[src/rtl/pbr_pkg.sv]
package pbr_pkg;

  typedef enum logic [1:0] {
    MODE_SB  = 2'd0,
    MODE_AB  = 2'd1,
    MODE_ABP = 2'd2
  } pbr_mode_e;

  // A request is legal only when it moves exactly one rung up or down.
  function automatic logic step_legal(input logic [1:0] cur, input logic [1:0] tgt);
    logic up_ok;
    logic dn_ok;
    up_ok = (cur != MODE_ABP) && (tgt == cur + 2'd1);
    dn_ok = (cur != MODE_SB)  && (tgt == cur - 2'd1);
    return up_ok || dn_ok;
  endfunction

  // Broadcast applies to every access in PIM mode and to writes in all-bank mode.
  function automatic logic use_broadcast(input logic [1:0] mode, input logic is_write);
    return (mode == MODE_ABP) || ((mode == MODE_AB) && is_write);
  endfunction

endpackage

[src/rtl/pbr_mode_ctl.sv]
module pbr_mode_ctl
  import pbr_pkg::*;
(
  input  logic       clk,
  input  logic       rst_n,
  input  logic       req_valid,
  input  logic [1:0] req_target,
  output pbr_mode_e  mode_q,
  output logic       err_q
);

  logic step_ok;
  assign step_ok = step_legal(mode_q, req_target);

  always_ff @(posedge clk) begin
    if (!rst_n) begin
      mode_q <= MODE_SB;
      err_q  <= 1'b0;
    end else begin
      err_q <= req_valid && !step_ok;
      if (req_valid && step_ok) mode_q <= pbr_mode_e'(req_target);
    end
  end


  abp_from_ab_chk: assert property (@(posedge clk) disable iff (!rst_n)
    (mode_q == MODE_ABP && $past(mode_q) != MODE_ABP) |-> $past(mode_q) == MODE_AB);


  err_holds_mode_chk: assert property (@(posedge clk) disable iff (!rst_n)
    err_q |-> mode_q == $past(mode_q));


  mode_code_chk: assert property (@(posedge clk) disable iff (!rst_n)
    mode_q != 2'd3);

endmodule

[src/rtl/pbr_bank_fanout.sv]
module pbr_bank_fanout
  import pbr_pkg::*;
#(
  parameter int NUM_BANKS = 16,
  localparam int BANK_W = $clog2(NUM_BANKS)
) (
  input  logic [1:0]          mode,
  input  logic                cmd_valid,
  input  logic                cmd_write,
  input  logic [BANK_W-1:0]   cmd_bank,
  output logic [NUM_BANKS-1:0] en
);

  logic bcast;
  assign bcast = use_broadcast(mode, cmd_write);

  for (genvar b = 0; b < NUM_BANKS; b++) begin : g_bank
    localparam logic PAR = 1'(b % 2);
    logic hit_one;
    logic hit_par;
    assign hit_one = (cmd_bank == BANK_W'(b));
    assign hit_par = (cmd_bank[0] == PAR);
    assign en[b]   = cmd_valid && (bcast ? hit_par : hit_one);
  end

endmodule

[src/rtl/pim_bank_router.sv]
module pim_bank_router
  import pbr_pkg::*;
#(
  parameter int NUM_BANKS = 16,
  parameter int DATA_W    = 256,
  parameter int ROW_W     = 14,
  parameter int COL_W     = 5,
  localparam int BANK_W   = $clog2(NUM_BANKS)
) (
  input  logic                 clk,
  input  logic                 rst_n,
  input  logic                 mode_req_valid,
  input  logic [1:0]           mode_req_target,
  input  logic                 cmd_valid,
  input  logic                 cmd_write,
  input  logic [BANK_W-1:0]    cmd_bank,
  input  logic [ROW_W-1:0]     cmd_row,
  input  logic [COL_W-1:0]     cmd_col,
  input  logic [DATA_W-1:0]    host_wdata,
  input  logic [DATA_W-1:0]    pu_wdata,
  input  logic                 bank_rvalid,
  input  logic [DATA_W-1:0]    bank_rdata,
  output logic [1:0]           mode_cur,
  output logic                 mode_err,
  output logic [NUM_BANKS-1:0] bank_en,
  output logic                 bank_we,
  output logic [ROW_W-1:0]     bank_row,
  output logic [COL_W-1:0]     bank_col,
  output logic [DATA_W-1:0]    bank_wdata,
  output logic                 pu_trig,
  output logic                 pu_trig_write,
  output logic [ROW_W-1:0]     pu_row,
  output logic [COL_W-1:0]     pu_col,
  output logic                 pu_rvalid,
  output logic [DATA_W-1:0]    pu_rdata,
  output logic                 host_rvalid,
  output logic [DATA_W-1:0]    host_rdata
);

  localparam int HALF = NUM_BANKS / 2;

  pbr_mode_e                mode_q;
  logic [NUM_BANKS-1:0]     en_d;
  logic                     in_pim;
  logic [1:0]               issued_mode_q;   // mode that routed the current outputs

  pbr_mode_ctl u_mode (
    .clk        (clk),
    .rst_n      (rst_n),
    .req_valid  (mode_req_valid),
    .req_target (mode_req_target),
    .mode_q     (mode_q),
    .err_q      (mode_err)
  );

  pbr_bank_fanout #(.NUM_BANKS(NUM_BANKS)) u_fanout (
    .mode      (mode_q),
    .cmd_valid (cmd_valid),
    .cmd_write (cmd_write),
    .cmd_bank  (cmd_bank),
    .en        (en_d)
  );

  assign in_pim   = (mode_q == MODE_ABP);
  assign mode_cur = mode_q;

  always_ff @(posedge clk) begin
    if (!rst_n) begin
      bank_en       <= '0;
      bank_we       <= 1'b0;
      bank_row      <= '0;
      bank_col      <= '0;
      bank_wdata    <= '0;
      pu_trig       <= 1'b0;
      pu_trig_write <= 1'b0;
      pu_row        <= '0;
      pu_col        <= '0;
      issued_mode_q <= MODE_SB;
    end else begin
      bank_en       <= en_d;
      bank_we       <= cmd_valid && cmd_write;
      bank_row      <= cmd_valid ? cmd_row : '0;
      bank_col      <= cmd_valid ? cmd_col : '0;
      bank_wdata    <= (cmd_valid && cmd_write) ? (in_pim ? pu_wdata : host_wdata) : '0;
      pu_trig       <= cmd_valid && in_pim;
      pu_trig_write <= cmd_valid && in_pim && cmd_write;
      pu_row        <= (cmd_valid && in_pim) ? cmd_row : '0;
      pu_col        <= (cmd_valid && in_pim) ? cmd_col : '0;
      issued_mode_q <= mode_q;
    end
  end

  // Read return steering follows the mode in force when the data comes back.
  assign pu_rvalid   = bank_rvalid && in_pim;
  assign host_rvalid = bank_rvalid && !in_pim;
  assign pu_rdata    = pu_rvalid   ? bank_rdata : '0;
  assign host_rdata  = host_rvalid ? bank_rdata : '0;


  sb_single_bank_chk: assert property (@(posedge clk) disable iff (!rst_n)
    (issued_mode_q == MODE_SB) |-> $onehot0(bank_en));


  bcast_half_chk: assert property (@(posedge clk) disable iff (!rst_n)
    (issued_mode_q != MODE_SB && bank_we) |-> $countones(bank_en) == HALF);


  trig_only_pim_chk: assert property (@(posedge clk) disable iff (!rst_n)
    pu_trig |-> issued_mode_q == MODE_ABP);


  idle_quiet_chk: assert property (@(posedge clk) disable iff (!rst_n)
    !$past(cmd_valid) |-> (bank_en == '0 && !bank_we));


  rd_one_side_chk: assert property (@(posedge clk) disable iff (!rst_n)
    !(pu_rvalid && host_rvalid));

endmodule

[config.mk]
export PLATFORM = sky130hd
export DESIGN_NAME = pim_bank_router
export DESIGN_NICKNAME = d
export VERILOG_FILES = /design/src/rtl/pbr_pkg.sv /design/src/rtl/pbr_mode_ctl.sv /design/src/rtl/pbr_bank_fanout.sv /design/src/rtl/pim_bank_router.sv
export SDC_FILE = /design/constraint.sdc
export NUM_CORES = 1
export LEC_CHECK = 0
export BUFFER_PORTS_ARGS = -buffer_cell sky130_fd_sc_hd__buf_2
export CORE_AREA = 2 2 628 630
export DETAILED_ROUTE_END_ITERATION = 8
export DIE_AREA = 0 0 630 632
export PLACE_DENSITY_LB_ADDON = 0.1
export SYNTH_ARGS = -nofsm -noshare
export SYNTH_HDL_FRONTEND = slang
export SYNTH_SLANG_ARGS = --single-unit
[constraint.sdc]
create_clock -name clk -period 1.85 [get_ports clk]
set_input_delay 0.0925 -clock clk [delete_from_list [all_inputs] [get_ports clk]]
set_output_delay 0.0925 -clock clk [all_outputs]
set_load 0.1 [all_outputs]
---- Word level (Yosys, flattened, before mapping) ----
Cells that the tools add are included.
cells by class
  add/subtract/negate cells ............... 2
  multipliers ............................. 0
  div/mod/pow operators ................... 0
  $lt $le $gt $ge ......................... 0
  equal/unequal tests ..................... 20
  shift-type cells ........................ 0
  muxes and demuxes ....................... 19
  bitwise gates (word level) .............. 1
  reduce and logical (&&, ||, !) cells .... 35
operators with widths
  kind                 number
  $mux 256             3
  $eq 4x4->1 const B   8
  $logic_and 1x1->1    26
  $eq 4x3->1 const B   4
  $mux 1               16
  $eq 4x2->1 const B   2
  $reduce_and 2->1     3
  $eq 2x2->1           2
  $eq 4x1->1 const B   1
  $logic_not 4->1      1
  $add 2x1->2 const B  1
  $eq 2x1->1 const B   1
  $eq 2x2->1 const B   1
  $logic_not 1->1      2
  $logic_or 1x1->1     2
  $ne 2x2->1 const B   1
  $reduce_bool 2->1    1
  $sub 2x1->2 const B  1
  $not 1->1            1
storage, ports and cells
  register bits ........................... 316
  bits in latches ......................... 0
  RAM bits ................................ 0
  memory bits (read-only) ................. 0
  output and inout bits ................... 830
  memories kept ........................... 0

---- Depth between registers and ports, before layout ----
Gate-level depths: netlist (run 1).
  depth after elaboration ................. 6
  mapped depth ............................ 8

---- Hierarchy ----
A second synthesis (run 1) with hierarchy kept.
second synthesis, totals
  cells, all modules ...................... 1915
  area, all modules ....................... 14761.7 um^2
modules (own cells, without submodules)
  module           times used  cells each  area each (um^2)  seq. area each (um^2)
  pim_bank_router  1           1864        14383.8           6266.0
  pbr_bank_fanout  1           32          202.7             0.0
  pbr_mode_ctl     1           19          175.2             60.1

---- Least setup slack after synthesis (run 1) ----
OpenSTA, ideal clock, no wires.
  path type ............................... reg-to-output
  from .................................... reg u_mode.mode_q[0]
  to ...................................... out host_rdata[245]
  arrival time ............................ 3.551 ns
  data required time ...................... 1.757 ns
  slack ................................... -1.793 ns
  cell stages (with the launch flop) ...... 7
  cells stage by stage .................... dfxtp_1 inv_1 ha_1 buf_4 nor2b_2 clkbuf_1 and2_1
between the ends
  longest elaborated chain between the ends .. 4
RTL lines
  item                      line                   RTL
  start: declaration        pbr_mode_ctl.sv:8      output pbr_mode_e mode_q,
  start signal: assignment  pbr_mode_ctl.sv:21     if (req_valid && step_ok) mode_q <= pbr_mode_e'(req_target);
  $eq 2x2->1                pim_bank_router.sv:64  assign in_pim = (mode_q == MODE_ABP);
  $logic_not 1->1           pim_bank_router.sv:95  assign host_rvalid = bank_rvalid && !in_pim;
  $logic_and 1x1->1         pim_bank_router.sv:95
  via host_rvalid           pim_bank_router.sv:36  output logic host_rvalid,
  $mux 256                  pim_bank_router.sv:97  assign host_rdata = host_rvalid ? bank_rdata : '0;
  end: declaration          pim_bank_router.sv:37  output logic [DATA_W-1:0] host_rdata
The timed path passes the listed nets, and every way through them passes these cells.

---- Worst setup path in the final report (run 1) ----
  from .................................... reg u_mode.mode_q[0]
  to ...................................... out host_rdata[203]
between the ends
  longest elaborated chain between the ends .. 4
RTL lines
  item               line
  $eq 2x2->1         pim_bank_router.sv:64
  $logic_not 1->1    pim_bank_router.sv:95
  $logic_and 1x1->1  pim_bank_router.sv:95
  $mux 256           pim_bank_router.sv:97
Every way passes these cells.

==> impl_metrics.py, run 1 <==
metrics = {
    "place": {
        "place_ws_ns": -0.138,
        "place_area_um2": 38700,
        "io_buffers": 1628,
        "hpwl_mm": 237,
        "gp_congestion": 0.889,
    },
    "power_and_ir_drop": {
        "powerDensity_nw_per_um2": 659,
        "combPwrFrac_pct": 44.3,
        "switchingPower_mw": 13.5,
        "ir_worst_vdd_mv": 0.713,
        "p_int_mw": 18.1,
        "clock_power_share_pct": 33.2,
        "p_sw_share_pct": 42.7,
        "leakage_nw": 19.8,
        "pwr-share-seq_pct": 22.5,
    },
    "grt": {
        "grt_first_pass_wirelength_mm": 316,
        "grt_max_degree": 66,
        "grt-ovfl-total": 0,
        "grt_pass1_vias": 22725,
        "antenna_found_initial": 190,
        "grtUsageTotal_pct": 12.7,
    },
    "clocking": {
        "cts_root_buffer": "clkbuf_16",
        "clkLatencyLatePin_ns": 0.69,
        "path_clk_slew_ns": 0.06,
        "htree_levels": 2,
        "cts_buffer_depth": 3,
        "tritoncts": "done",
        "cts_buffers": 51,
        "cts_sinks": 316,
    },
    "final_layout": {
        "nets": 4642,
        "drive_above_1_share_pct": 62.2,
        "final_util_pct": 12.2,
        "stdcell_area_um2": 47900,
        "syn2layout_area_growth_pct": 231,
    },
    "sta": {
        "grt_setup_unrepaired": "yes",
        "slew_headroom_pct": 48.8,
        "worst_clock_skew_ns": 0.0257,
        "finalCritPeriodShare_pct": 135,
        "fin_crit_ns": 2.50,
        "clock.fmax_ghz": 0.400,
        "hold_ws_ns": 0.158,
        "drv_slew": 0,
        "final-hold-violation-count": 0,
        "finalSetupTns_ns": -326.04,
        "worst_slack_ns": -0.649,
        "tightest_slew_ns": 0.773,
        "setup_violations": 755,
    },
    "synthesis": {
        "syn_nets": 2384,
        "synth_top_area_share_pct": 43.8,
        "synthFlopType": "dfxtp_1",
        "synthTopCellsByCount": "316 x dfxtp_1, 277 x and2_1, 277 x and3_1",
        "seq_area_frac_synth_pct": 43.8,
        "yosys-top-cells-area": "dfxtp_1 44%, mux2i_1 18%, and2_1 12%",
        "synthesis.area_um2": 14500,
        "synthArstFlopShare_pct": 0,
        "synth_top_cell_by_area": "dfxtp_1",
        "yosys_warnings": 0,
        "synth-edff-count": 0,
        "syn_area_per_cell_um2": 9.14,
        "yosysUniqueCellTypes": 22,
        "synthCells": 1582,
        "yosysMostFrequentCell": "dfxtp_1",
        "ys_seq_elements": 316,
    },
    "routing": {
        "wl_per_cell_um": 29.1,
        "vias_per_cell": 2.39,
        "drtIter0Drc": 862,
        "dr.pass1.iters": 5,
        "drtAntennaViolNets": 0,
        "vias": 21900,
        "drc": 0,
        "drt-total-wl_mm": 267,
    },
    "setup_path": {
        "end_kind": "output pin",
        "startpoint_type": "flop",
        "arrival_ns": 2.41,
        "path_max_fanout": 18,
        "cp.required_ns": 1.76,
        "setup.worst_path.start": "u_mode.mode_q[0]",
        "worstSetupPathType": "flop to output pin",
        "rr_worst_depth": 9,
        "critPathCapture": "host_rdata[203]",
        "timing.rr.end": "bank_wdata[214]",
        "rr_startpoint": "u_mode.mode_q[0]",
        "regToRegSetupSlack_ns": -0.40,
    },
    "floorplan": {
        "die_area_um2": 398000,
        "start_util_pct": 3.69,
        "die_h_um": 632,
        "die_w_um": 630,
        "pin_count": 1629,
        "placementRows": 230,
        "design.core.area_um2": 391000,
    },
    "run_status": {
        "status": "finished, violations left",
        "violations": "setup timing",
    },
    "job": {
        "maxCapViolations": 0,
    },
    "worst_hold_path": {
        "hold_path.class": "input pin to flop",
    },
}
sequential cells by signal (all words and copies together), names as in the netlist:
signal / cells
pu_row: 14
bank_wdata: 256
bank_en: 16
u_mode.err_q: 1
bank_row: 14
pu_col: 5
u_mode.mode_q: 2
pu_trig_write: 1
bank_col: 5
pu_trig: 1
bank_we: 1
worst max-delay path, cell delays in order (launching register included):
cell     delay (ns)
dfxtp_4        0.35
inv_4          0.04
ha_4           0.20
nor2b_4        0.14
buf_12         0.15
buf_16         0.19
buf_16         0.19
and2_4         0.21
buf_12         0.18
cells in the final DEF, fill, tap and decap left out, types with 26 or more instances in the layout:
cell           netlist  routed
clkbuf_16            0      69
and2_2               0      49
mux2i_1            259     259
nor2_1             273     273
buf_16               0      26
dfxtp_1            316     314
diode_2              0      56
dlygate4sd3_1        0     544
buf_4                7      80
and2_4               1     209
buf_2               34    1105
and3_4               0     190
and3_2               0      66
buf_12               2     564
cell families after synthesis:
family                     count (synthesis)  synth area share, %
AOI/OAI and AO/OA                         10                0.415
buffers and inverters                    155                 6.10
adders and majority gates                  3                0.260
and+or+nand+nor                          837                 31.4
muxes                                    259                 17.9
xor gates and xnor gates                   2                0.121
DFF                                      316                 43.8
per-stage QoR:
stage / instances / power (mW)
2_1_floorplan: 1582 / 13.9
3_3_place_gp: 8387 / 19.5
3_5_place_dp: 8387 / 19.4
4_1_cts: 9063 / 32.2
5_1_grt: 9113 / 33.0
6_report: 9155 / 31.5
worst min-delay path by stage:
| stage | from | depth (start not counted) | end | slack, ns |
|---|---|---|---|---|
| after floorplan | cmd_col[0] | 1 | pu_col[0] | 0.21 |
| after global placement | cmd_row[13] | 2 | pu_row[13] | 0.32 |
| after detailed placement | cmd_row[13] | 2 | pu_row[13] | 0.32 |
| after CTS | host_wdata[148] | 4 | bank_wdata[148] | 0.02 |
| after global routing | pu_wdata[107] | 4 | bank_wdata[107] | 0.11 |
| final | pu_wdata[148] | 4 | bank_wdata[148] | 0.16 |
final cells by class:
type	instances	area [µm²]
diodes	56	140
inverters	6	25.0
clock buffers	75	1520
multi-input cells	1111	8900
clock inverters	17	218
repair buffers	2354	24200
fillers	44882	343000
flip-flops and latches	316	6330
well taps	5220	6530
power groups by stage:
stage | logic, mW | registers, mW | clock network (mW)
2_1_floorplan | 5.21 | 8.69 | 0
3_3_place_gp | 12.2 | 7.24 | 0
3_5_place_dp | 12.2 | 7.24 | 0
4_1_cts | 13.9 | 7.09 | 11.3
5_1_grt | 14.5 | 7.10 | 11.4
6_report | 14.0 | 7.09 | 10.5
routing by layer:
metal	GRT usage (%)	vias up	share of wire [%]
met3	3.95	273	7.3
li1	-	9850	-
met4	2.16	50	1.8
met5	0	-	0.12
met2	21.0	1099	47
met1	16.2	10628	44
repair_timing:
| action | 4_1_cts | 5_1_grt |
|---|---|---|
| setup endpoints to repair | 620 | 750 |
| endpoints found under the hold margin | 314 | 0 |
| pin swaps | 13 | 26 |
| gates resized for setup | 91 | 157 |
| gates cloned | 16 | 23 |
| setup buffers | 24 | 17 |
| hold buffers | 544 | 0 |
(Power assumes the default switching activity.)
==> inputs of run 2 (changes only) <==
--- a/config.mk
+++ b/config.mk
@@ -5,11 +5,13 @@
 export SDC_FILE = /design/constraint.sdc
 export NUM_CORES = 1
 export LEC_CHECK = 0
+export ABC_AREA = 1
 export BUFFER_PORTS_ARGS = -buffer_cell sky130_fd_sc_hd__buf_2
-export CORE_AREA = 2 2 628 630
+export CORE_AREA = 2 2 632 634
 export DETAILED_ROUTE_END_ITERATION = 8
-export DIE_AREA = 0 0 630 632
+export DIE_AREA = 0 0 634 636
 export PLACE_DENSITY_LB_ADDON = 0.1
+export SKIP_LAST_GASP = 1
 export SYNTH_ARGS = -nofsm -noshare
 export SYNTH_HDL_FRONTEND = slang
 export SYNTH_SLANG_ARGS = --single-unit
==> run 2 against run 1 <==
The run still ends with setup timing left. First-iteration DRC count is 6.6% higher. Count of clock-buffer cells in the layout shrank 6. Final area up 4.6%. Via count up 9.1%. Final cell count increased by 7.1%. Synthesized cell count grew 36%. Non-clock buffer count increased by 75. Global-route usage is 0.79 points lower. Fmax decreased by 2.2%. Largest cell class unchanged.
==> impl_metrics.py, run 2 <==
metrics = {
    "worst_hold_path": {
        "min_from": "host_wdata[211]",
        "hold_path.class": "input pin to flop",
        "whs_endpoint": "bank_wdata[211]",
        "hold_depth": 4,
    },
    "setup_path": {
        "timing.rr.end": "bank_wdata[9]",
        "worstSetupPathType": "flop to output pin",
        "cp.required_ns": 1.76,
        "path_buf_inv": 7,
        "startpoint_type": "flop",
        "crit_chain": "inv_4, ha_4, buf_6, inv_8, nand2_8, buf_6, buf_4, buf_16, nor2_4, buf_12",
        "path_max_fanout": 14,
        "end_kind": "output pin",
        "crit_path_frequent_cell": "buf_6",
        "arrival_ns": 2.46,
        "crit_slowest_cell": "dfxtp_4",
        "rr_worst_depth": 8,
        "rr_startpoint": "u_mode.mode_q[0]",
        "cp_top_family": "buffers and inverters",
        "slowest_delay_ns": 0.36,
        "regToRegSetupSlack_ns": -0.29,
    },
    "sta": {
        "worst_slack_ns": -0.705,
        "final-hold-violation-count": 0,
        "clock.fmax_ghz": 0.391,
        "setup_violations": 762,
        "hold_ws_ns": 0.219,
        "tightest_slew_ns": 0.694,
        "finalCritPeriodShare_pct": 138,
        "worst_clock_skew_ns": 0.0400,
        "slew_headroom_pct": 54.0,
        "grt_setup_unrepaired": "yes",
        "fin_crit_ns": 2.55,
        "drv_slew": 0,
    },
    "synthesis": {
        "synth_top_area_share_pct": 43.2,
        "yosys-top-cells-area": "dfxtp_1 43%, nor2_1 15%, nand2_1 14%",
        "synthesis.area_um2": 14600,
        "ys_seq_elements": 316,
        "synthArstFlopShare_pct": 0,
        "synth-edff-count": 0,
        "synthFlopType": "dfxtp_1",
        "syn_nets": 2947,
        "synthCells": 2145,
        "yosysMostFrequentCell": "nor2_1",
        "syn_area_per_cell_um2": 6.83,
        "synthTopCellsByCount": "566 x nor2_1, 543 x nand2_1, 316 x dfxtp_1",
        "synth_top_cell_by_area": "dfxtp_1",
        "yosysUniqueCellTypes": 17,
        "yosys_warnings": 0,
        "seq_area_frac_synth_pct": 43.2,
    },
    "clocking": {
        "cts_sinks": 316,
        "htree_levels": 2,
        "cts_root_buffer": "clkbuf_16",
        "path_clk_slew_ns": 0.06,
        "tritoncts": "done",
        "cts_buffers": 47,
        "cts_buffer_depth": 3,
        "clkLatencyLatePin_ns": 0.66,
    },
    "final_layout": {
        "drive_above_1_share_pct": 57.9,
        "num-fill-cells": 45912,
        "reg.largest.list": "bank_wdata: 256 flops, bank_en: 16 flops",
        "largest_register_ffs": 256,
        "nets": 5280,
        "regMostFlops": "bank_wdata",
        "final_common_cell": "buf_2",
        "final_cell_mix": "1111 x buf_2, 558 x buf_12, 544 x dlygate4sd3_1, 541 x nand2_1, 441 x nor2_4",
        "final_util_pct": 12.6,
        "syn2layout_area_growth_pct": 242,
    },
    "grt": {
        "grt_pass1_vias": 25689,
        "antenna_found_initial": 164,
        "grt-ovfl-total": 0,
        "grtUsageTotal_pct": 11.9,
        "grt_first_pass_wirelength_mm": 305,
        "grt_max_degree": 73,
    },
    "place": {
        "io_buffers": 1628,
        "gp_congestion": 0.847,
        "hpwl_mm": 222,
    },
    "floorplan": {
        "die_w_um": 634,
        "die_h_um": 636,
        "pin_count": 1629,
        "die_area_um2": 403000,
        "start_util_pct": 3.69,
        "placementRows": 232,
        "design.core.area_um2": 397000,
    },
    "routing": {
        "vias_per_cell": 2.44,
        "drtIter0Drc": 919,
        "drtAntennaViolNets": 0,
        "wl_per_cell_um": 25.5,
        "vias": 23886,
        "drt-total-wl_mm": 250,
        "drc": 0,
        "dr.pass1.iters": 7,
    },
    "run_status": {
        "violations": "setup timing",
        "status": "finished, violations left",
    },
    "power_and_ir_drop": {
        "powerDensity_nw_per_um2": 710,
        "ir_worst_vdd_mv": 0.594,
        "leakage_nw": 21.1,
    },
    "job": {
        "maxCapViolations": 0,
    },
}
==> run 2: cell count changes in the layout (fill, tap and decap cells not counted), moves of 190 or more <==
cell,change
a21oi_2,+203
and2_4,-209
and3_4,-190
inv_1,+284
mux2i_1,-259
nand2_1,+535
nor2_4,+441
==> run 2: layout make-up <==
cell class,count,area (µm²),area share (%)
Sequential cell,316,6330,12.6
Antenna cell,25,62.6,0.125
Clock buffer,69,1350,2.69
Tap cell,5265,6590,13.1
Timing Repair Buffer,2429,24800,49.4
Multi-Input combinational cell,1391,9720,19.4
Clock inverter,14,175,0.349
Inverter,293,1120,2.23
==> run 2: routing by layer <==
layer | up-vias | share of wire [%] | GRT usage, %
met5 | - | 0.26 | 0
met4 | 100 | 1.8 | 1.75
met3 | 327 | 8.3 | 4.28
met2 | 1131 | 55 | 23.2
met1 | 11246 | 35 | 12.1
li1 | 11082 | - | -
==> run 2: worst max path at each step <==
stage,start,endpoint,cells after the start
after detailed placement,u_mode.mode_q[0],pu_rdata[55],9
final,u_mode.mode_q[0],host_rdata[194],10
after global placement,u_mode.mode_q[0],pu_rdata[55],9
after CTS,u_mode.mode_q[0],pu_rdata[126],10
after floorplan,u_mode.mode_q[1],pu_rdata[106],6
after global routing,u_mode.mode_q[0],host_rdata[65],10
==> run 2: cell families after synthesis <==
| kind of cell | synth area share, % |
|---|---|
| AND/OR/NAND/NOR | 28.7 |
| flip-flops | 43.2 |
| buffers and inverters | 13.3 |
| AO/OA/AOI/OAI | 14.5 |
| adder cells (fa/ha/maj) | 0.256 |
==> run 2: stage by stage <==
step | TNS (ns) | std cells | setup slack (ns) | cell area [µm²] | power, mW
detailed placement | -14.59 | 9083 | -0.469 | 40100 | 24.3
global route | -430.51 | 9790 | -0.819 | 50100 | 37.1
finish | -327.61 | 9802 | -0.705 | 50100 | 35.6
CTS | -432.21 | 9747 | -0.878 | 49100 | 36.3
global placement | -13.91 | 9083 | -0.445 | 40100 | 24.4
floorplan | -210.58 | 2145 | -0.758 | 16800 | 17.2
==> run 2: what timing repair did <==
action,4_1_cts,5_1_grt
hold buffers,544,0
cloned,17,9
pin swaps,19,27
gates resized for setup,358,163
buffers inserted,36,32
endpoints found under the setup margin,609,793
endpoints found under the hold margin,315,0
==> run 2: power by group <==
group          internal, mW  leakage, nW  total, mW  switching, mW
clock                  5.36        0.745       9.52           4.16
sequential             7.07         2.57       7.14         0.0768
combinational          6.03         17.8       18.9           12.9
total                  18.4         21.1       35.6           17.1
==> run 2: worst min-delay path, stage by stage <==
cell and delay, ns:
dlygate4sd3_1 0.52, buf_2 0.10, nand2_1 0.04, a21oi_1 0.10
==> inputs of run 3 (changes only) <==
--- a/config.mk
+++ b/config.mk
@@ -5,11 +5,11 @@
 export SDC_FILE = /design/constraint.sdc
 export NUM_CORES = 1
 export LEC_CHECK = 0
-export ABC_AREA = 1
+export ABC_AREA = 0
 export BUFFER_PORTS_ARGS = -buffer_cell sky130_fd_sc_hd__buf_2
-export CORE_AREA = 2 2 632 634
+export CORE_AREA = 2 2 628 630
 export DETAILED_ROUTE_END_ITERATION = 8
-export DIE_AREA = 0 0 634 636
+export DIE_AREA = 0 0 630 632
 export PLACE_DENSITY_LB_ADDON = 0.1
 export SKIP_LAST_GASP = 1
 export SYNTH_ARGS = -nofsm -noshare
==> run 3 against run 2 <==
The flow still finishes with violations (setup timing). Register-to-register slack got worse by 0.10 ns. Final cell count is 6.5% lower. Via count down 8.5%. Power is 11% lower. Setup slack improved by 0.052 ns. First-iteration DRC count shrank 4.2%. Fmax increased by 2.1%. Count of clock-buffer cells in the layout is 6 higher. Sequential power fell by 0.7%. Clock power is 10% higher. Die area is 1.3% lower.
==> impl_metrics.py, run 3 (synthesized netlist as in run 1, its figures left out) <==
metrics = {
    "run_status": {
        "status": "finished, violations left",
        "violations": "setup timing",
    },
    "clocking": {
        "clkLatencyLatePin_ns": 0.69,
        "htree_levels": 2,
        "path_clk_slew_ns": 0.06,
        "cts_buffers": 51,
        "cts_buffer_depth": 3,
        "cts_root_buffer": "clkbuf_16",
        "tritoncts": "done",
        "cts_sinks": 316,
    },
    "worst_hold_path": {
        "hold_depth": 3,
        "hold_path.class": "input pin to flop",
    },
    "setup_path": {
        "worstSetupPathType": "flop to output pin",
        "startpoint_type": "flop",
        "path_max_fanout": 21,
        "arrival_ns": 2.41,
        "crit_chain": "inv_4, ha_4, nor2b_4, buf_12, buf_16, clkbuf_16, and2_2, buf_12",
        "crit_path_frequent_cell": "buf_12",
        "end_kind": "output pin",
        "slowest_delay_ns": 0.35,
        "rr_worst_depth": 9,
        "cp.required_ns": 1.76,
        "crit_slowest_cell": "dfxtp_4",
    },
    "sta": {
        "final-hold-violation-count": 0,
        "fin_crit_ns": 2.50,
        "clock.fmax_ghz": 0.400,
        "drv_slew": 0,
        "tightest_slew_ns": 0.773,
        "grt_setup_unrepaired": "yes",
        "finalSetupTns_ns": -325.47,
        "worst_slack_ns": -0.653,
        "setup_violations": 761,
        "worst_clock_skew_ns": 0.0257,
        "slew_headroom_pct": 48.8,
        "finalCritPeriodShare_pct": 135,
    },
    "routing": {
        "drt-total-wl_mm": 268,
        "wl_per_cell_um": 29.2,
        "drtIter0Drc": 880,
        "drtAntennaViolNets": 0,
        "vias": 21860,
        "vias_per_cell": 2.39,
        "drc": 0,
        "dr.pass1.iters": 5,
    },
    "floorplan": {
        "placementRows": 230,
        "design.core.area_um2": 391000,
        "start_util_pct": 3.69,
        "pin_count": 1629,
        "die_area_um2": 398000,
        "die_w_um": 630,
        "die_h_um": 632,
    },
    "final_layout": {
        "fin_cells": 9163,
        "stdcell_area_um2": 47900,
        "final_util_pct": 12.2,
        "reg.largest.list": "bank_wdata: 256 flops, bank_en: 16 flops",
        "regMostFlops": "bank_wdata",
        "largest_register_ffs": 256,
        "drive_above_1_share_pct": 62.2,
        "nets": 4649,
        "final_common_cell": "buf_2",
        "final_cell_mix": "1105 x buf_2, 565 x buf_12, 544 x dlygate4sd3_1, 314 x dfxtp_1, 273 x nor2_1",
        "syn2layout_area_growth_pct": 231,
    },
    "job": {
        "maxCapViolations": 0,
    },
    "grt": {
        "use_met2_pct": 21.0,
        "gr-usage-met3_pct": 3.96,
        "grtUsageTotal_pct": 12.7,
        "grtUsageMet1_pct": 16.2,
        "grt-busiest-layer": "met2",
        "grt-ovfl-total": 0,
        "grt_pass1_vias": 22722,
        "grt_first_pass_wirelength_mm": 316,
        "grt_max_degree": 66,
        "antenna_found_initial": 193,
    },
    "place": {
        "place_area_um2": 38700,
        "hpwl_mm": 237,
        "gp_congestion": 0.889,
        "place_inst": 8387,
        "io_buffers": 1628,
    },
    "power_and_ir_drop": {
        "p_total_mw": 31.5,
        "leakage_nw": 19.7,
        "powerDensity_nw_per_um2": 657,
        "ir_worst_vdd_mv": 0.707,
    },
}
-- run 3: what timing repair did --
action / 4_1_cts / 5_1_grt
cloned: 16 / 24
hold endpoints to repair: 314 / 0
pin swaps: 2 / 20
hold buffers: 544 / 0
buffers inserted: 24 / 22
gates resized for setup: 52 / 104
setup endpoints to repair: 620 / 770
-- run 3: area by class of cell --
cell class              instances  area, µm²
fillers                     44873     343000
clock buffers                  75       1520
clock inverters                17        218
repair buffers               2361      24300
flip-flops and latches        316       6330
well taps                    5220       6530
diodes                         57        143
multi-input cells            1111       8800
inverters                       6       25.0
-- run 3: report_power, final --
part	total (mW)	internal (mW)	switching (mW)
sequential	7.09	7.01	0.0769
clock	10.5	6.11	4.38
combinational	13.9	4.90	9.00
-- run 3: metrics by stage --
step	hold slack, ns	setup WS (ns)
after global routing	0.109	-0.757
after CTS	0.0246	-0.788
after floorplan	0.214	-0.250
final	0.159	-0.653
after global placement	0.324	-0.185
after detailed placement	0.317	-0.138
-- run 3: worst max-delay path: cells and delay by family (launching register included) --
| family | cells | cell delay, ns |
|---|---|---|
| fa+ha+maj | 1 | 0.19 |
| buf+inv | 5 | 0.78 |
| flops | 1 | 0.35 |
| simple gates | 2 | 0.32 |
-- run 3: per-layer routing --
layer	vias up	share of wire, %
met3	275	7.4
li1	9869	-
met4	48	1.9
met2	1107	47
met1	10561	44
met5	-	0.12
-- run 3: worst paths after layout --
kind / from / to / slack (ns)
worst max register to register: u_mode.mode_q[0] / bank_wdata[214] / -0.39
worst max-delay path: u_mode.mode_q[0] / host_rdata[122] / -0.65
worst min register to register: u_mode.mode_q[0] / u_mode.mode_q[0] / 0.69
worst min-delay path: cmd_row[13] / pu_row[13] / 0.16
